File: src/rtl/i2c_tgt_pkg.sv
package i2c_tgt_pkg;
    localparam int ADDR_W = 7;
    localparam int DATA_W = 8;
    localparam int CNT_W  = $clog2(DATA_W + 1);
    localparam int IDX_W  = $clog2(DATA_W);

    typedef enum logic [2:0] {
        ST_IDLE,
        ST_ADDR,
        ST_ADDR_ACK,
        ST_RX,
        ST_RX_ACK,
        ST_TX,
        ST_TX_ACK,
        ST_SKIP
    } tgt_state_e;
endpackage

File: src/rtl/i2c_tgt_sync.sv
module i2c_tgt_sync #(
    parameter int STAGES = 2
) (
    input  logic clk,
    input  logic rst_n,
    input  logic scl_in,
    input  logic sda_in,
    output logic scl_s,
    output logic sda_s,
    output logic scl_rise,
    output logic scl_fall,
    output logic start_det,
    output logic stop_det
);
    logic [STAGES-1:0] scl_sr;
    logic [STAGES-1:0] sda_sr;
    logic              scl_q;
    logic              sda_q;

    always_ff @(posedge clk or negedge rst_n) begin
        if (!rst_n) begin
            scl_sr <= '1;
            sda_sr <= '1;
            scl_q  <= 1'b1;
            sda_q  <= 1'b1;
        end else begin
            scl_sr <= {scl_sr[STAGES-2:0], scl_in};
            sda_sr <= {sda_sr[STAGES-2:0], sda_in};
            scl_q  <= scl_sr[STAGES-1];
            sda_q  <= sda_sr[STAGES-1];
        end
    end

    always_comb begin
        scl_s     = scl_sr[STAGES-1];
        sda_s     = sda_sr[STAGES-1];
        scl_rise  = scl_s && !scl_q;
        scl_fall  = !scl_s && scl_q;
        start_det = scl_s && scl_q && sda_q && !sda_s;
        stop_det  = scl_s && scl_q && !sda_q && sda_s;
    end
endmodule

File: src/rtl/i2c_tgt_fsm.sv
module i2c_tgt_fsm
    import i2c_tgt_pkg::*;
(
    input  logic              clk,
    input  logic              rst_n,
    input  logic              scl_s,
    input  logic              sda_s,
    input  logic              scl_rise,
    input  logic              scl_fall,
    input  logic              start_det,
    input  logic              stop_det,
    input  logic [ADDR_W-1:0] own_addr,
    input  logic              gcall_en,
    input  logic              stretch_en,
    input  logic              rel_set,
    input  logic              buf_full,
    input  logic              ovf_flag,
    input  logic [DATA_W-1:0] tx_byte,
    output logic              sda_oe,
    output logic              ckp,
    output logic              ld_en,
    output logic              ld_is_data,
    output logic [DATA_W-1:0] ld_byte,
    output logic              match_ev,
    output logic              match_rw,
    output logic              match_gc,
    output logic              ovf_ev,
    output logic              tx_done,
    output logic              tx_busy
);
    tgt_state_e        state, nxt;
    logic [CNT_W-1:0]  cnt;
    logic [DATA_W-1:0] sh;
    logic              rw_q;
    logic              mack_q;
    logic              hold_req;
    logic              hit;
    logic              accept;
    logic              byte_end;
    logic [IDX_W-1:0]  tx_idx;

    // state register
    always_ff @(posedge clk or negedge rst_n) begin
        if (!rst_n) state <= ST_IDLE;
        else        state <= nxt;
    end

    // next state and event strobes
    always_comb begin
        nxt        = state;
        ld_en      = 1'b0;
        ld_is_data = 1'b0;
        match_ev   = 1'b0;
        ovf_ev     = 1'b0;
        tx_done    = 1'b0;
        hold_req   = 1'b0;
        hit        = (sh[DATA_W-1:1] == own_addr) ||
                     (gcall_en && (sh[DATA_W-1:1] == '0));
        accept     = !buf_full && !ovf_flag;
        byte_end   = scl_fall && (cnt == CNT_W'(DATA_W));
        if (start_det) begin
            nxt = ST_ADDR;
        end else if (stop_det) begin
            nxt = ST_IDLE;
        end else begin
            unique case (state)
                ST_IDLE: nxt = ST_IDLE;
                ST_ADDR: begin
                    if (byte_end) begin
                        if (hit && accept) begin
                            ld_en    = 1'b1;
                            match_ev = 1'b1;
                            nxt      = ST_ADDR_ACK;
                        end else begin
                            ovf_ev = hit && buf_full;
                            nxt    = ST_SKIP;
                        end
                    end
                end
                ST_ADDR_ACK: begin
                    if (scl_fall) begin
                        nxt      = rw_q ? ST_TX : ST_RX;
                        hold_req = rw_q || stretch_en;
                    end
                end
                ST_RX: begin
                    if (byte_end) begin
                        if (accept) begin
                            ld_en      = 1'b1;
                            ld_is_data = 1'b1;
                            nxt        = ST_RX_ACK;
                        end else begin
                            ovf_ev = buf_full;
                            nxt    = ST_SKIP;
                        end
                    end
                end
                ST_RX_ACK: begin
                    if (scl_fall) begin
                        nxt      = ST_RX;
                        hold_req = stretch_en;
                    end
                end
                ST_TX: begin
                    if (scl_fall && (cnt == CNT_W'(DATA_W - 1))) begin
                        nxt     = ST_TX_ACK;
                        tx_done = 1'b1;
                    end
                end
                ST_TX_ACK: begin
                    if (scl_fall) begin
                        if (mack_q) begin
                            nxt      = ST_TX;
                            hold_req = 1'b1;
                        end else begin
                            nxt = ST_SKIP;
                        end
                    end
                end
                ST_SKIP: nxt = ST_SKIP;
                default: nxt = ST_IDLE;
            endcase
        end
    end

    // bit counter, shifter, captured bits, release bit
    always_ff @(posedge clk or negedge rst_n) begin
        if (!rst_n) begin
            cnt    <= '0;
            sh     <= '0;
            rw_q   <= 1'b0;
            mack_q <= 1'b0;
            ckp    <= 1'b1;
        end else begin
            if (start_det || stop_det || (nxt != state)) begin
                cnt <= '0;
            end else if (((state == ST_ADDR) || (state == ST_RX)) && scl_rise) begin
                cnt <= cnt + 1'b1;
                sh  <= {sh[DATA_W-2:0], sda_s};
            end else if ((state == ST_TX) && scl_fall) begin
                cnt <= cnt + 1'b1;
            end
            if (match_ev) rw_q <= sh[0];
            if ((state == ST_TX_ACK) && scl_rise) mack_q <= !sda_s;
            if (hold_req)     ckp <= 1'b0;
            else if (rel_set) ckp <= 1'b1;
        end
    end

    // outputs
    always_comb begin
        tx_idx   = IDX_W'(DATA_W - 1) - cnt[IDX_W-1:0];
        sda_oe   = (state == ST_ADDR_ACK) || (state == ST_RX_ACK) ||
                   ((state == ST_TX) && !tx_byte[tx_idx]);
        tx_busy  = (state == ST_TX) && ckp;
        ld_byte  = sh;
        match_rw = sh[0];
        match_gc = (sh[DATA_W-1:1] == '0);
    end

    // the data line only starts being pulled while the clock is low
    a_r2_sda_moves_scl_low: assert property (@(posedge clk) disable iff (!rst_n)
        $rose(sda_oe) |-> !scl_s);
    // a hold only begins while the clock is already low
    a_r7_hold_starts_low: assert property (@(posedge clk) disable iff (!rst_n)
        $fell(ckp) |-> !scl_s);
    // a byte is never loaded over an unread one
    a_r5_no_load_when_full: assert property (@(posedge clk) disable iff (!rst_n)
        ld_en |-> (!buf_full && !ovf_flag));
endmodule

File: src/rtl/i2c_tgt_regs.sv
module i2c_tgt_regs
    import i2c_tgt_pkg::*;
(
    input  logic              clk,
    input  logic              rst_n,
    input  logic              ld_en,
    input  logic              ld_is_data,
    input  logic [DATA_W-1:0] ld_byte,
    input  logic              match_ev,
    input  logic              match_rw,
    input  logic              match_gc,
    input  logic              ovf_ev,
    input  logic              tx_done,
    input  logic              tx_busy,
    input  logic              buf_wr,
    input  logic [DATA_W-1:0] buf_wdata,
    input  logic              buf_rd,
    input  logic              ovf_clr,
    input  logic              col_clr,
    input  logic              start_det,
    input  logic              stop_det,
    output logic [DATA_W-1:0] dbuf,
    output logic              full,
    output logic              ovf,
    output logic              col,
    output logic              is_data,
    output logic              rw,
    output logic              gcall,
    output logic              seen_start,
    output logic              seen_stop
);
    logic wr_ok;

    always_comb wr_ok = buf_wr && !tx_busy;

    always_ff @(posedge clk or negedge rst_n) begin
        if (!rst_n) begin
            dbuf       <= '0;
            full       <= 1'b0;
            ovf        <= 1'b0;
            col        <= 1'b0;
            is_data    <= 1'b0;
            rw         <= 1'b0;
            gcall      <= 1'b0;
            seen_start <= 1'b0;
            seen_stop  <= 1'b0;
        end else begin
            if (ld_en)      dbuf <= ld_byte;
            else if (wr_ok) dbuf <= buf_wdata;

            if (ld_en || wr_ok)        full <= 1'b1;
            else if (buf_rd || tx_done) full <= 1'b0;

            if (ovf_ev)       ovf <= 1'b1;
            else if (ovf_clr) ovf <= 1'b0;

            if (buf_wr && tx_busy) col <= 1'b1;
            else if (col_clr)      col <= 1'b0;

            if (ld_en) is_data <= ld_is_data;

            if (match_ev) begin
                rw    <= match_rw;
                gcall <= match_gc;
            end

            if (start_det) begin
                seen_start <= 1'b1;
                seen_stop  <= 1'b0;
            end else if (stop_det) begin
                seen_stop  <= 1'b1;
                seen_start <= 1'b0;
            end
        end
    end

    // overflow holds until software clears it
    a_r5_ovf_sticky: assert property (@(posedge clk) disable iff (!rst_n)
        (ovf && !ovf_clr) |=> ovf);
    // a collision can only come from a write during shifting
    a_r9_col_from_tx: assert property (@(posedge clk) disable iff (!rst_n)
        $rose(col) |-> $past(tx_busy));
    // start and stop flags never both set
    a_r1_flags_exclusive: assert property (@(posedge clk) disable iff (!rst_n)
        !(seen_start && seen_stop));
    // the host read empties the buffer unless a new byte arrives
    a_r4_read_empties: assert property (@(posedge clk) disable iff (!rst_n)
        (buf_rd && !ld_en && !buf_wr) |=> !full);
endmodule

File: src/rtl/i2c_tgt_stretch.sv
module i2c_tgt_stretch
    import i2c_tgt_pkg::*;
(
    input  logic              clk,
    input  logic              rst_n,
    input  logic              scl_in,
    input  logic              sda_in,
    output logic              scl_oe,
    output logic              sda_oe,
    input  logic [ADDR_W-1:0] own_addr,
    input  logic              gcall_en,
    input  logic              stretch_en,
    input  logic              rel_set,
    input  logic              buf_wr,
    input  logic [DATA_W-1:0] buf_wdata,
    input  logic              buf_rd,
    output logic [DATA_W-1:0] buf_rdata,
    input  logic              ovf_clr,
    input  logic              col_clr,
    output logic              st_full,
    output logic              st_ovf,
    output logic              st_col,
    output logic              st_data,
    output logic              st_rw,
    output logic              st_gcall,
    output logic              st_start,
    output logic              st_stop
);
    logic scl_s, sda_s, scl_rise, scl_fall, start_det, stop_det;
    logic ckp, ld_en, ld_is_data, match_ev, match_rw, match_gc;
    logic ovf_ev, tx_done, tx_busy;
    logic [DATA_W-1:0] ld_byte;
    logic [DATA_W-1:0] dbuf;

    i2c_tgt_sync #(.STAGES(2)) u_sync (
        .clk       (clk),
        .rst_n     (rst_n),
        .scl_in    (scl_in),
        .sda_in    (sda_in),
        .scl_s     (scl_s),
        .sda_s     (sda_s),
        .scl_rise  (scl_rise),
        .scl_fall  (scl_fall),
        .start_det (start_det),
        .stop_det  (stop_det)
    );

    i2c_tgt_fsm u_fsm (
        .clk        (clk),
        .rst_n      (rst_n),
        .scl_s      (scl_s),
        .sda_s      (sda_s),
        .scl_rise   (scl_rise),
        .scl_fall   (scl_fall),
        .start_det  (start_det),
        .stop_det   (stop_det),
        .own_addr   (own_addr),
        .gcall_en   (gcall_en),
        .stretch_en (stretch_en),
        .rel_set    (rel_set),
        .buf_full   (st_full),
        .ovf_flag   (st_ovf),
        .tx_byte    (dbuf),
        .sda_oe     (sda_oe),
        .ckp        (ckp),
        .ld_en      (ld_en),
        .ld_is_data (ld_is_data),
        .ld_byte    (ld_byte),
        .match_ev   (match_ev),
        .match_rw   (match_rw),
        .match_gc   (match_gc),
        .ovf_ev     (ovf_ev),
        .tx_done    (tx_done),
        .tx_busy    (tx_busy)
    );

    i2c_tgt_regs u_regs (
        .clk        (clk),
        .rst_n      (rst_n),
        .ld_en      (ld_en),
        .ld_is_data (ld_is_data),
        .ld_byte    (ld_byte),
        .match_ev   (match_ev),
        .match_rw   (match_rw),
        .match_gc   (match_gc),
        .ovf_ev     (ovf_ev),
        .tx_done    (tx_done),
        .tx_busy    (tx_busy),
        .buf_wr     (buf_wr),
        .buf_wdata  (buf_wdata),
        .buf_rd     (buf_rd),
        .ovf_clr    (ovf_clr),
        .col_clr    (col_clr),
        .start_det  (start_det),
        .stop_det   (stop_det),
        .dbuf       (dbuf),
        .full       (st_full),
        .ovf        (st_ovf),
        .col        (st_col),
        .is_data    (st_data),
        .rw         (st_rw),
        .gcall      (st_gcall),
        .seen_start (st_start),
        .seen_stop  (st_stop)
    );

    always_comb begin
        scl_oe    = !ckp;
        buf_rdata = dbuf;
    end
endmodule

File: config.mk
export PLATFORM = sky130hd
export DESIGN_NAME = i2c_tgt_stretch
export DESIGN_NICKNAME = d
export VERILOG_FILES = /design/src/rtl/i2c_tgt_pkg.sv /design/src/rtl/i2c_tgt_sync.sv /design/src/rtl/i2c_tgt_fsm.sv /design/src/rtl/i2c_tgt_regs.sv /design/src/rtl/i2c_tgt_stretch.sv
export SDC_FILE = /design/constraint.sdc
export NUM_CORES = 1
export LEC_CHECK = 0
export ABC_AREA = 1
export ABC_CLOCK_PERIOD_IN_PS = 2100
export BUFFER_PORTS_ARGS = -buffer_cell sky130_fd_sc_hd__buf_4
export CAP_MARGIN = 0
export CELL_PAD_IN_SITES_DETAIL_PLACEMENT = 0
export CELL_PAD_IN_SITES_GLOBAL_PLACEMENT = 1
export CORE_UTILIZATION = 40
export CTS_CLUSTER_SIZE = 10
export DETAILED_ROUTE_END_ITERATION = 7
export MAX_ROUTING_LAYER = met4
export PLACE_DENSITY = 0.83
export REMOVE_ABC_BUFFERS = 1
export SLEW_MARGIN = 20
export SYNTH_ARGS = -nofsm -noshare
export SYNTH_HDL_FRONTEND = slang
export SYNTH_SLANG_ARGS = --single-unit
File: constraint.sdc
create_clock -name clk -period 2.1 [get_ports clk]
set_clock_uncertainty 0.05 [all_clocks]
set_input_delay 0 -clock clk [delete_from_list [all_inputs] [get_ports clk]]
set_output_delay 0 -clock clk [all_outputs]
set_load 0.05 [all_outputs]
# [Word level (Yosys, flattened, before mapping)]
# Cells that the tools add are included.
[totals] reg_bits=39 wordCells=144
[op_classes] bitwise_logic=1 n_eq_ne=11 reduce_logical=48 muxes=63 n_lt_le_gt_ge=1 n_addsub=2
[op_table] op="$mux W1" count=41
[op_table] op="$mux W3" count=10
[op_table] op="$pmux W3 S8" count=1
[op_table] op="$logic_and A1 B1 Y1" count=20
[op_table] op="$mux W8" count=2
[op_table] op="$eq A3 B3 Y1 const B" count=4
[op_table] op="$mux W4" count=3
[op_table] op="$reduce_bool A2 Y1" count=6
[op_table] op="$logic_not A1 Y1" count=9
[op_table] op="$logic_or A1 B1 Y1" count=9
[op_table] op="$eq A7 B7 Y1" count=1
[op_table] op="$logic_not A7 Y1" count=1
[op_table] op="$eq A3 B2 Y1 const B" count=2
[op_table] op="$add A4 B1 Y4 const B" count=1
[op_table] op="$eq A4 B3 Y1 const B" count=1
[op_table] op="$eq A4 B4 Y1 const B" count=1
[op_table] op="$lt A3 B4 Y1 const B" count=1
[op_table] op="$mux W2" count=2
[op_table] op="$pmux W1 S2" count=2
[op_table] op="$bmux W1 S3" count=1
[op_table] op="$eq A3 B1 Y1 const B" count=1
[op_table] op="$logic_not A3 Y1" count=1
[op_table] op="$ne A3 B3 Y1" count=1
[op_table] op="$pmux W1 S3" count=1
[op_table] op="other kinds (4)" count=4

# [Longest topological paths before layout]
[logic_depth] word_depth=13 ltp_mapped=14 ltp_nobuf=14

# [Cells and area by module]
# From an unflattened synthesis, not the netlist that was laid out.
[hier_totals] hier_cells=321 hier_area_um2=2376.0
[modules_own_cells] module="i2c_tgt_fsm" cells_per_inst=212 n_inst=1 area_each_um2=1408.9 seq_area_each_um2=451.7
[modules_own_cells] module="i2c_tgt_regs" cells_per_inst=91 n_inst=1 area_each_um2=764.5 seq_area_each_um2=400.4
[modules_own_cells] module="i2c_tgt_sync" cells_per_inst=17 n_inst=1 area_each_um2=198.9 seq_area_each_um2=157.7
[modules_own_cells] module="i2c_tgt_stretch" cells_per_inst=1 n_inst=1 area_each_um2=3.8 seq_area_each_um2=0.0

# [Worst setup path after synthesis]
# Ideal clock, no wire load.
[synth_path] path_type="flip-flop to output port" from="register u_regs.dbuf[6]" to="output port sda_oe" path_buffers=0 arrival_time_ns=2.712 path_slack_ns=-0.662 t_required_ns=2.050 stages_incl_launch_ff=4 path_cell_list="dfrtp_1 > a21oi_1 > a221oi_1 > o311ai_0"
[synth_via] elab_chain_len=5
[synth_rtl] item="start, declared" line="i2c_tgt_regs.sv:22" rtl="output logic [DATA_W-1:0] dbuf,"
[synth_rtl] item="start signal, assigned" line="i2c_tgt_regs.sv:48" rtl="if (ld_en) dbuf <= ld_byte;"
[synth_rtl] item="start signal, assigned" line="i2c_tgt_regs.sv:49" rtl="else if (wr_ok) dbuf <= buf_wdata;"
[synth_rtl] item="$bmux W1 S3" line="i2c_tgt_fsm.sv:154" rtl="((state == ST_TX) && !tx_byte[tx_idx]);"
[synth_rtl] item="$mux W1 (implied by the code)" line="i2c_tgt_fsm.sv:154"
[synth_rtl] item="$logic_not A1 Y1" line="i2c_tgt_fsm.sv:154"
[synth_rtl] item="$logic_and A1 B1 Y1" line="i2c_tgt_fsm.sv:154"
[synth_rtl] item="$logic_or A1 B1 Y1" line="i2c_tgt_fsm.sv:153" rtl="sda_oe = (state == ST_ADDR_ACK) || (state == ST_RX_ACK) ||"
[synth_rtl] item="end, declared" line="i2c_tgt_stretch.sv:9" rtl="output logic sda_oe,"
# Every way passes these cells. The select of a mux whose other input is x is not followed.

# [Final worst setup path]
[layout_path] from="register u_fsm.state[0]" to="output port sda_oe"
[layout_via] elab_chain_len=3 elab_cells_between_ends=6 classes_between="eq/ne (3); reduce/logical (3)"
[layout_rtl] item="start, declared" line="i2c_tgt_fsm.sv:31" rtl="tgt_state_e state, nxt;"
[layout_rtl] item="start signal, assigned" line="i2c_tgt_fsm.sv:45" rtl="else state <= nxt;"
[layout_rtl] item="$eq A3 B2 Y1 (tied with other cells)" line="i2c_tgt_fsm.sv:153"
[layout_rtl] item="$logic_or A1 B1 Y1 or $logic_and A1 B1 Y1 (tied branches)" line="i2c_tgt_fsm.sv:153, i2c_tgt_fsm.sv:154"
[layout_rtl] item="$logic_or A1 B1 Y1 *" line="i2c_tgt_fsm.sv:153"
# Every way passes the cells marked *; elsewhere a longest branch is shown, timed or not.

==> results.md <==
- Status: complete, no violations
- WL final: 5720 um
- Gr usage total: 22.7%
- Logic pwr share: about 28%
- Instance count of the mapped netlist: 276
- Num CTS Buffers: 5
- Core footprint: 5170 um^2
- Cell Rows: 26
- Total Nets Final: 377
- Die X: 75.6 um
- Port bufs: 43
- Filler cell count: approximately 480
- Crit path required time: between 2000 and 2500 ps
- Pint: between 1 and 1.5 mW
- Finished Layout Cells: 420
- Startpoint Class: flip-flop
- Fin. max-slew vios: 0
- Sequential power share: a little over two fifths
- Pleak: ~1.4 nW
- Routed Antenna Nets: 0
- Max cap viols: 0
- H-tree Lvls: 2
- Cells on worst reg2reg path: 12
- Total number of vias: 2118
- Ports: 44
- Setup crit end: sda_oe
- Via/cell ratio: a little over 5
- Final period utilization: roughly nine tenths
- Netlist cell types: 36
- GR Overflow Total: 0
- Die Ht: between 70 and 80 um
- Largest net degree at the start of global routing: 40
- Sw power: roughly 780 uW
- Drt first pass iters: 5
- Top FF cell, synth: dfrtp_1
- Clk pwr share: between 20 and 30%
- Placed cells: about 390
- Max IR drop VDD: approximately 490 uV
- Post-Syn Area per Cell: between 7 and 8 um^2
- Clock Path Buffers: 2
- Worst hold path class: in2async
- Count of state elements after synthesis: 39
- CTS tree: done
- Least-Margin Pin Slew: around 500 ps
- EDFF count, synth: 0
- Final core utilization: between 50% and 60%
- Critical path peak fanout: 7
- DP Wirelength: around 4100 um
- Post-Syn Area: approximately 2200 um^2
- Max Freq: slightly above 0.5 GHz
- ANT cells: 0
- First-pass GRT wire length: 9140 um
- Final setup viols: 0
- Area delta synth->final: 36.3%
- Power Total: approximately 2.3 mW
- Pwr dens: a little under 800 nW/um^2
- Register area share after synthesis: ~45%
- Clock latency on the worst-skew pair: ~290 ps
- Fraction of registers with async set/reset: 100%
- Initial Utilization: 41.9%
- CP Class: reg2out
- Number of global-route vias before repair: between 1500 and 2000
- Post-layout min period: ~1900 ps
- Final hold vios: 0
- Die area: about 5700 um^2
- Final GP Congestion: just over 0.9
- Initial antenna violation count: 0
- Clock Sinks: 39
- Relative slew slack: between 60% and 70%
- Switching Share: 34.3%
- WL/cell: approximately 14 um
- YS warnings: 0
- Share of layout cells above drive strength 1: 31.1%
- Nature of the critical path endpoint: output port
- Worst setup path start: u_fsm.state[0]$_DFF_PN0_
- Root Buffer: clkbuf_8
- Crit path DAT: between 1500 and 2000 ps
- Crit Reg-Reg Endpoint: u_fsm.cnt[1]$_DFFE_PN0P_
- DR iter-0 viols: 150
- Reg clk slew, reported paths: about 80 ps
- DRC viols: 0
- Setup slack, reg-to-reg: about 200 ps
- R2R Path Start: u_fsm.cnt[1]$_DFFE_PN0P_
-- final cells by class --
type / instances / area [um^2] / area share (%)
timing repair buffer: 69 / 561 / 19.0
clock buffer: 6 / 82.6 / 2.79
tap: 70 / 87.6 / 2.96
multi-input combinational: 196 / 1060 / 35.9
sequential: 39 / 986 / 33.3
clock inverter: 2 / 35.0 / 1.18
inverter: 38 / 145 / 4.91
-- logic make-up (layout without fill, tap and decap cells) --
kind of cell,count (synthesis),count (layout),share of synthesized area [%]
simple gates,148,148,31.9
compound gates,42,42,12.5
buf+inv,41,115,7.44
flops,39,39,45.4
xor+xnor,4,4,1.62
fa+ha+maj,2,2,1.15
-- cells in the mapped netlist, types with 2 or more instances --
cell type	number	share of area, %
nand3_2	2	0.92
nor2_4	2	1.0
nand2_2	4	1.2
nand4_1	2	0.58
nand3_1	27	6.2
xor2_1	3	1.2
a221oi_1	2	0.81
dfrtp_1	32	37
a31oi_1	2	0.58
nor2_2	5	1.4
nand2_1	80	14
nor2_1	16	2.8
inv_1	22	3.8
o21ai_0	12	2.8
dfstp_2	7	8.5
o21ai_2	2	0.81
nor3_1	4	0.92
a21oi_1	9	2.1
inv_2	15	2.6
ha_1	2	1.2
o211ai_1	8	2.8
nor3_2	3	1.4
buf_4	2	0.69
-- placed cells by master, fill, tap and decap left out, types with 2 or more instances in the layout --
cell type / count
nor2_4: 3
nor3_1: 4
nand4_1: 2
nand2_2: 5
buf_4: 52
nor3_2: 3
inv_2: 15
a31oi_1: 2
nand2_1: 79
xor2_1: 3
nand3_2: 4
o21ai_2: 2
a21oi_1: 9
clkbuf_8: 6
o211ai_1: 8
nor2_2: 4
nand3_1: 25
dfstp_2: 7
dlygate4sd3_1: 17
inv_1: 21
nor2_1: 16
a221oi_1: 2
o21ai_0: 12
dfrtp_1: 31
-- layer usage --
layer / vias up / wire length [um] / track usage (%)
li1: 1057 / - / -
met1: 998 / 2610 / 29.3
met2: 58 / 2760 / 35.3
met3: 5 / 298 / 5.03
met4: 0 / 53 / 7.82
met5: - / 0 / -
-- what timing repair did --
| action | 4_1_cts | 5_1_grt |
|---|---|---|
| hold buffers | 17 | 0 |
| setup endpoints to repair | 0 | 12 |
| endpoints found under the hold margin | 53 | 0 |
| setup buffers | 0 | 4 |
| gates resized for setup | 0 | 10 |
-- through the flow --
step                      hold WS, ps  cell area, um^2  setup slack [ps]  setup TNS [ps]
after floorplan                  -346             2150              -846            -846
final                             158             2960               169               0
after detailed placement        -43.3             2600              50.7               0
after CTS                         170             2890              25.0               0
after global routing              207             2960             -25.4           -84.0
after global placement          -43.3             2600               126               0
-- flip-flops by register name, indices dropped and copies added, names as in the netlist, 2 cells and up --
name           flops
u_fsm.ld_byte      8
u_regs.dbuf        8
u_fsm.cnt          4
u_fsm.state        3
u_sync.scl_sr      2
u_sync.sda_sr      2
-- power groups by stage --
stage	clock, mW	combinational [mW]	sequential, mW
2_1_floorplan	0	0.314	1.04
3_3_place_gp	0	0.578	0.982
3_5_place_dp	0	0.581	0.986
4_1_cts	0.672	0.607	0.971
5_1_grt	0.703	0.741	0.988
6_report	0.660	0.647	0.971
-- critical path, cell delays in order, from the launching register on --
cell	delay, ps
dfrtp_1	470
inv_2	140
nor3_2	270
inv_2	100
o311ai_0	340
buf_4	260
-- how the worst min path moves through the flow --
stage | startpoint | to | slack (ps)
floorplan | rst_n | u_fsm.cnt[0]$_DFFE_PN0P_ | -350
global placement | rst_n | u_regs.full$_DFFE_PN0P_ | -40
detailed placement | rst_n | u_regs.full$_DFFE_PN0P_ | -40
CTS | buf_wr | u_regs.dbuf[1]$_DFFE_PN0P_ | 170
global route | buf_wr | u_regs.dbuf[1]$_DFFE_PN0P_ | 210
finish | rst_n | u_regs.full$_DFFE_PN0P_ | 160
Power figures use the tool's default switching activity.
